## src/rtl/cia_pkg.sv

```systemverilog
package cia_pkg;
  localparam int unsigned MAX_GRP = 16;
  localparam int unsigned SZ_BITS = 8;
  typedef logic [MAX_GRP*SZ_BITS-1:0] grp_list_t;

  // width of group k (byte k of the list)
  function automatic int unsigned grp_width(grp_list_t lst, int unsigned k);
    return 32'(lst[k*SZ_BITS +: SZ_BITS]);
  endfunction

  // first bit of group k
  function automatic int unsigned grp_base(grp_list_t lst, int unsigned k);
    int unsigned acc;
    acc = 0;
    for (int unsigned i = 0; i < k; i++) acc += grp_width(lst, i);
    return acc;
  endfunction
endpackage

```

## src/rtl/cia_pg_stage.sv

```systemverilog
module cia_pg_stage #(
  parameter int unsigned N = 32
) (
  input  logic [N-1:0] opa,
  input  logic [N-1:0] opb,
  output logic [N-1:0] prop,
  output logic [N-1:0] gen
);
  for (genvar i = 0; i < N; i++) begin : g_bit
    assign prop[i] = opa[i] ^ opb[i];
    assign gen[i]  = opa[i] & opb[i];
  end
endmodule

```

## src/rtl/cia_iha_cell.sv

```systemverilog
// Lowest slice of a group: half-adder partial bit plus increment.
module cia_iha_cell (
  input  logic p,
  input  logic g,
  input  logic grp_cin,
  input  logic pp_in,
  output logic part_s,
  output logic c_out,
  output logic s,
  output logic pp_out
);
  assign part_s = p;
  assign c_out  = g;
  assign s      = part_s ^ (grp_cin & pp_in);
  assign pp_out = pp_in & p;
endmodule

```

## src/rtl/cia_ifa_cell.sv

```systemverilog
// Upper slice of a group: full-adder partial bit plus increment.
module cia_ifa_cell (
  input  logic p,
  input  logic g,
  input  logic c_in,
  input  logic grp_cin,
  input  logic pp_in,
  output logic part_s,
  output logic c_out,
  output logic s,
  output logic pp_out
);
  assign part_s = p ^ c_in;
  assign c_out  = g | (p & c_in);
  assign s      = part_s ^ (grp_cin & pp_in);
  assign pp_out = pp_in & p;
endmodule

```

## src/rtl/cia_group.sv

```systemverilog
module cia_group #(
  parameter int unsigned W = 4
) (
  input  logic [W-1:0] p,
  input  logic [W-1:0] g,
  input  logic         grp_cin,
  output logic [W-1:0] sum,
  output logic [W-1:0] part,
  output logic         grp_cout
);
  logic [W:1] c;   // internal ripple carry into bit i
  logic [W:0] pp;  // prefix propagate of bits below i

  assign pp[0] = 1'b1;

  for (genvar i = 0; i < W; i++) begin : g_slice
    if (i == 0) begin : g_ha
      cia_iha_cell u_cell (
        .p(p[i]), .g(g[i]), .grp_cin(grp_cin), .pp_in(pp[i]),
        .part_s(part[i]), .c_out(c[i+1]), .s(sum[i]), .pp_out(pp[i+1])
      );
    end else begin : g_fa
      cia_ifa_cell u_cell (
        .p(p[i]), .g(g[i]), .c_in(c[i]), .grp_cin(grp_cin), .pp_in(pp[i]),
        .part_s(part[i]), .c_out(c[i+1]), .s(sum[i]), .pp_out(pp[i+1])
      );
    end
  end

  // group carry: internal carry, or incoming carry through an all-propagate group
  assign grp_cout = c[W] | (grp_cin & pp[W]);
endmodule

```

## src/rtl/cia_adder.sv

```systemverilog
module cia_adder #(
  parameter int unsigned       N         = 32,
  parameter int unsigned       NG        = 4,
  parameter cia_pkg::grp_list_t GRP_SIZES = 128'h0B_09_07_05
) (
  input  logic [N-1:0] a,
  input  logic [N-1:0] b,
  input  logic         cin,
  output logic [N-1:0] sum,
  output logic         cout
);
  logic [N-1:0] prop;
  logic [N-1:0] gen;
  logic [N-1:0] part;
  logic [NG:0]  grp_c;

  cia_pg_stage #(.N(N)) u_pg (
    .opa(a), .opb(b), .prop(prop), .gen(gen)
  );

  assign grp_c[0] = cin;

  for (genvar k = 0; k < NG; k++) begin : g_grp
    localparam int unsigned GW = cia_pkg::grp_width(GRP_SIZES, k);
    localparam int unsigned GB = cia_pkg::grp_base(GRP_SIZES, k);
    cia_group #(.W(GW)) u_group (
      .p       (prop[GB +: GW]),
      .g       (gen[GB +: GW]),
      .grp_cin (grp_c[k]),
      .sum     (sum[GB +: GW]),
      .part    (part[GB +: GW]),
      .grp_cout(grp_c[k+1])
    );
  end

  assign cout = grp_c[NG];
endmodule

```

## config.mk

```make
export PLATFORM = sky130hd
export DESIGN_NAME = cia_adder
export DESIGN_NICKNAME = d
export VERILOG_FILES = /design/src/rtl/cia_pkg.sv /design/src/rtl/cia_pg_stage.sv /design/src/rtl/cia_iha_cell.sv /design/src/rtl/cia_ifa_cell.sv /design/src/rtl/cia_group.sv /design/src/rtl/cia_adder.sv
export SDC_FILE = /design/constraint.sdc
export NUM_CORES = 1
export LEC_CHECK = 0
export ABC_AREA = 1
export BUFFER_PORTS_ARGS = -buffer_cell sky130_fd_sc_hd__buf_4
export CAP_MARGIN = 20
export CORE_AREA = 2 2 58 87
export DETAILED_ROUTE_END_ITERATION = 6
export DIE_AREA = 0 0 60 89
export PLACE_DENSITY = 0.78
export SYNTH_ARGS = -nofsm -noshare
export SYNTH_HDL_FRONTEND = slang
export SYNTH_HIERARCHICAL = 1
export SYNTH_SLANG_ARGS = --single-unit
```

## constraint.sdc

```tcl
create_clock -name vclk -period 4.4
set_input_delay 0.22 -clock vclk [all_inputs]
set_output_delay 0.22 -clock vclk [all_outputs]
set_load 0.02 [all_outputs]
```

==> results of run 1 <==
[through the flow]
stage	hold slack, ns	setup slack (ns)
2_1_floorplan	0.625	-0.0557
3_3_place_gp	0.852	-0.319
3_5_place_dp	0.859	-0.388
4_1_cts	0.861	-0.331
5_1_grt	0.899	-0.568
6_report	0.863	-0.364
[worst max-delay path: stages]
cell and delay, ns:
buf_6 0.10, ha_4 0.24, ha_4 0.15, or2_1 0.20, ha_2 0.16, or2_1 0.20
ha_2 0.16, or2_1 0.21, ha_2 0.16, or2_1 0.21, ha_2 0.16, or2_1 0.21
ha_2 0.17, or2_1 0.23, ha_2 0.17, or2_1 0.21, ha_2 0.16, or2_1 0.21
ha_2 0.17, or2_4 0.24, ha_4 0.15, or2_1 0.21, inv_1 0.06, nand2_2 0.05
buf_6 0.12
[power by group]
part | internal [uW] | switching, uW | total, uW
Combinational | 270 | 282 | 553
Sequential | 0 | 0 | 0
Clock | 0 | 0 | 0
Total | 270 | 282 | 553
[worst min path at each step]
stage,cells after the start,end
2_1_floorplan,2,sum[1]
3_3_place_gp,4,sum[3]
3_5_place_dp,4,sum[0]
4_1_cts,4,sum[0]
5_1_grt,4,sum[4]
6_report,4,sum[0]
[layout make-up]
class	count	area (um2)	area share, %
Timing Repair Buffer	105	937	29.9
Tap cell	64	80.1	2.55
Multi-Input combinational cell	268	1860	59.4
Inverter	68	255	8.14
[metal layers]
layer,GRT usage [%],share of wire (%),up-vias
met4,5.25,2.3,0
met5,0,0,-
li1,-,-,1225
met1,17.0,34,1024
met3,2.46,6.6,10
met2,40.0,57,78
[what timing repair did]
action | 4_1_cts | 5_1_grt
gates resized for setup | 50 | 21
setup endpoints to repair | 12 | 12
pin swaps | 30 | 13
gates cloned | 3 | 0
setup buffers | 2 | 0
==> results.ini, run 1 <==
[final_layout]
regArea_um2 = 0
fillCellCount = 382
final_common_cell = nand2_1
mostFrequentLayoutCells = nand2_1, buf_4, inv_1, ha_1, nand3_1
layout.nets = 568
area.growth.synth_to_final_pct = 65.4
clockBufferCount = 0
design.seq.count = 0
finish.instance_area_mm2 = 0.00314
drive_above_1_share_pct = 36.1
antenna_cells = 0
fin_util_pct = 69.1
fin_cells = 505

[route]
avgViaCountPerCell = 4.63
ant_nets = 0
wl_per_cell_um = 10.2
dr.first_iter.drc_count = 56
wirelength_um = 5150
vias = 2337
drt_pass1_iterations = 4
drc = 0

[critical_path]
worstPathMaxFanout = 2
critical_path_class = in2out
endpoint = cout
cp-start-kind = primary input
cp-startpoint = a[22]
critPathArrivalTime_ns = 4.54
cp-end-kind = output pin
required_ns = 4.18

[placement]
gp_congestion = 0.756
placed_cells_incl_taps = 500
hpwl_um = 3950
placed_area_mm2 = 0.00278
io_buffers = 98

[floorplan]
dieArea_mm2 = 0.00534
initial_core_util_pct = 41.8
die_w_um = 60
die_h_um = 89
io_pins = 98
rows = 30
coreArea_mm2 = 0.00454

[cts]
cts_hold_buf = 0

[timing]
max_freq_mhz = 210
tns_ns = -0.856
finalMaxSlewViolations = 0
finalHoldViolCount = 0
finalSetupViolations = 12
finalCriticalPeriod_ns = 4.76
finalCritPeriodShare_pct = 108
rsz0062_at_grt = true
timing.final.ws_setup_ns = -0.364

[worst_hold_path]
hold_path.class = in2out
min_from = cin

[synthesis]
ys_warn_count = 6
syn_inst = 332
synth_area_per_cell_um2 = 5.71
synth_area_mm2 = 0.00190

[run_status]
violations = negative setup slack
status = finished, violations left

[global_routing]
grt_pass1_vias = 2178
grt_max_degree = 19
grt_first_pass_wirelength_um = 8190
grt_overflow = 0
antenna_found_initial = 0
grtUsageTotal_pct = 18.7

[job]
cap_violations = 0

[power_and_ir_drop]
p_per_area_mw_per_mm2 = 176
power.leakage_uw = 0.00203
irDropWorstVdd_mv = 0.0999
p_total_uw = 553

Power figures use the tool's default switching activity.
==> inputs of run 2 (changes only) <==
- ABC_AREA: 1 -> not set
- CORE_AREA: 2 2 58 87 -> 2 2 55 83
- DIE_AREA: 0 0 60 89 -> 0 0 57 85
==> results.ini, run 2 <==
[placement]
hpwl_um = 3270
placed_cells_incl_taps = 341
place_ws_ns = -0.391
gp_congestion = 0.759
io_buffers = 98
placed_area_mm2 = 0.00249

[cts]
cts_hold_buf = 0
postCtsSetupBuffers = 0

[timing]
max_freq_mhz = 209
finalMaxSlewViolations = 0
finalSetupViolations = 8
rsz0062_at_grt = true
timing.final.ws_setup_ns = -0.390
whs_ns = 0.865
finalCritPeriodShare_pct = 109
finalCriticalPeriod_ns = 4.79
finalHoldViolCount = 0

[worst_hold_path]
worstHoldPathCells = 4
min_from = cin
hold_path.class = in2out

[route]
vias = 1640
met2_wirelength_um = 2130
route.met3.wl_um = 354
top_layer = met4
met1_length_um = 1280
avgViaCountPerCell = 4.80
wirelength_um = 3810
drt_pass1_iterations = 2
dr.first_iter.drc_count = 10
ant_nets = 0
drc = 0
wl_per_cell_um = 11.1

[critical_path]
cp-startpoint = a[22]
cp-start-kind = primary input
critical_path_depth = 24
worstPathMaxFanout = 2
critPathArrivalTime_ns = 4.57
critical_path_class = in2out
crit_chain = buf_6 -> ha_4 -> ha_4 -> or2_1 -> ha_2 -> or2_1 -> ha_2 -> or2_1 -> ha_2 -> or2_1 -> ha_2 -> or2_1 -> ha_2 -> or2_1 -> ha_2 -> or2_1 -> ha_2 -> or2_1 -> ha_2 -> or2_4 -> ha_4 -> or2_1 -> a21o_1 -> buf_6
max_stage_delay_ns = 0.23
crit_slowest_cell = ha_4
cp-end-kind = output pin
critical_path.top_delay_family = simple AND/OR/NAND/NOR gates
cp_num_buf_inv = 2
cpMostUsedCell = or2_1
required_ns = 4.18

[final_layout]
mostFrequentLayoutCells = buf_4, ha_1, and2_2, or2_1, xnor2_1
regArea_um2 = 0
antenna_cells = 0
drive_above_1_share_pct = 58.8
finish.instance_area_mm2 = 0.00269
design.seq.count = 0
fillCellCount = 349
clockBufferCount = 0
fin_cells = 342
layout.nets = 423
final_common_cell = buf_4
area.growth.synth_to_final_pct = 63.6

[global_routing]
grt_first_pass_wirelength_um = 6500
antenna_found_initial = 0
grt_pass1_vias = 1723
grtUsageTotal_pct = 15.8
grt_max_degree = 10
grt_overflow = 0

[run_status]
violations = negative setup slack
status = finished, violations left

[power_and_ir_drop]
power.leakage_uw = 0.00141
p_per_area_mw_per_mm2 = 176
irDropWorstVdd_mv = 0.117
p_total_uw = 473

[floorplan]
die_h_um = 85
io_pins = 98
coreArea_mm2 = 0.00414
rows = 29
initial_core_util_pct = 39.7
dieArea_mm2 = 0.00485
die_w_um = 57

[synthesis]
syn_inst = 196
synth_area_per_cell_um2 = 8.38
ys_warn_count = 6
synth_area_mm2 = 0.00164

[job]
cap_violations = 0

==> run 2: path summary, 6_finish.rpt <==
path / endpoint
setup / recovery: cout
hold / removal: sum[1]
==> run 2: power breakdown <==
part           internal, uW  switching [uW]
Combinational           246             226
Sequential                0               0
Clock                     0               0
==> run 2: metrics by stage <==
stage          utilization, %  TNS [ns]
2_1_floorplan               -   -0.0382
3_3_place_gp             60.3     -3.87
3_5_place_dp             60.3     -4.45
4_1_cts                  63.8    -0.876
5_1_grt                  64.9     -2.65
6_report                 64.9    -0.726
==> run 2: timing repair <==
item | CTS | global route
resized for setup | 31 | 11
cloned | 1 | 0
endpoints found under the hold margin | 0 | 0
setup endpoints to repair | 12 | 12
pin swaps | 25 | 6
==> run 2: area by class of cell <==
type                            instances  area [um2]  share of cell area (%)
Multi-Input combinational cell        197        1870                    69.5
Timing Repair Buffer                   99         762                    28.4
Tap cell                               46        57.6                    2.14
==> run 2: worst min-delay path, delay by kind of cell <==
kind                   cells  cell delay (ns)
buffers and inverters      2             0.29
AND/OR/NAND/NOR            1             0.08
XOR/XNOR                   1             0.06
==> run 2: layer usage <==
metal,vias to the layer above,global-route usage (%)
li1,843,-
met1,718,15.6
met2,75,33.1
met3,4,3.20
met4,0,1.48
met5,-,0
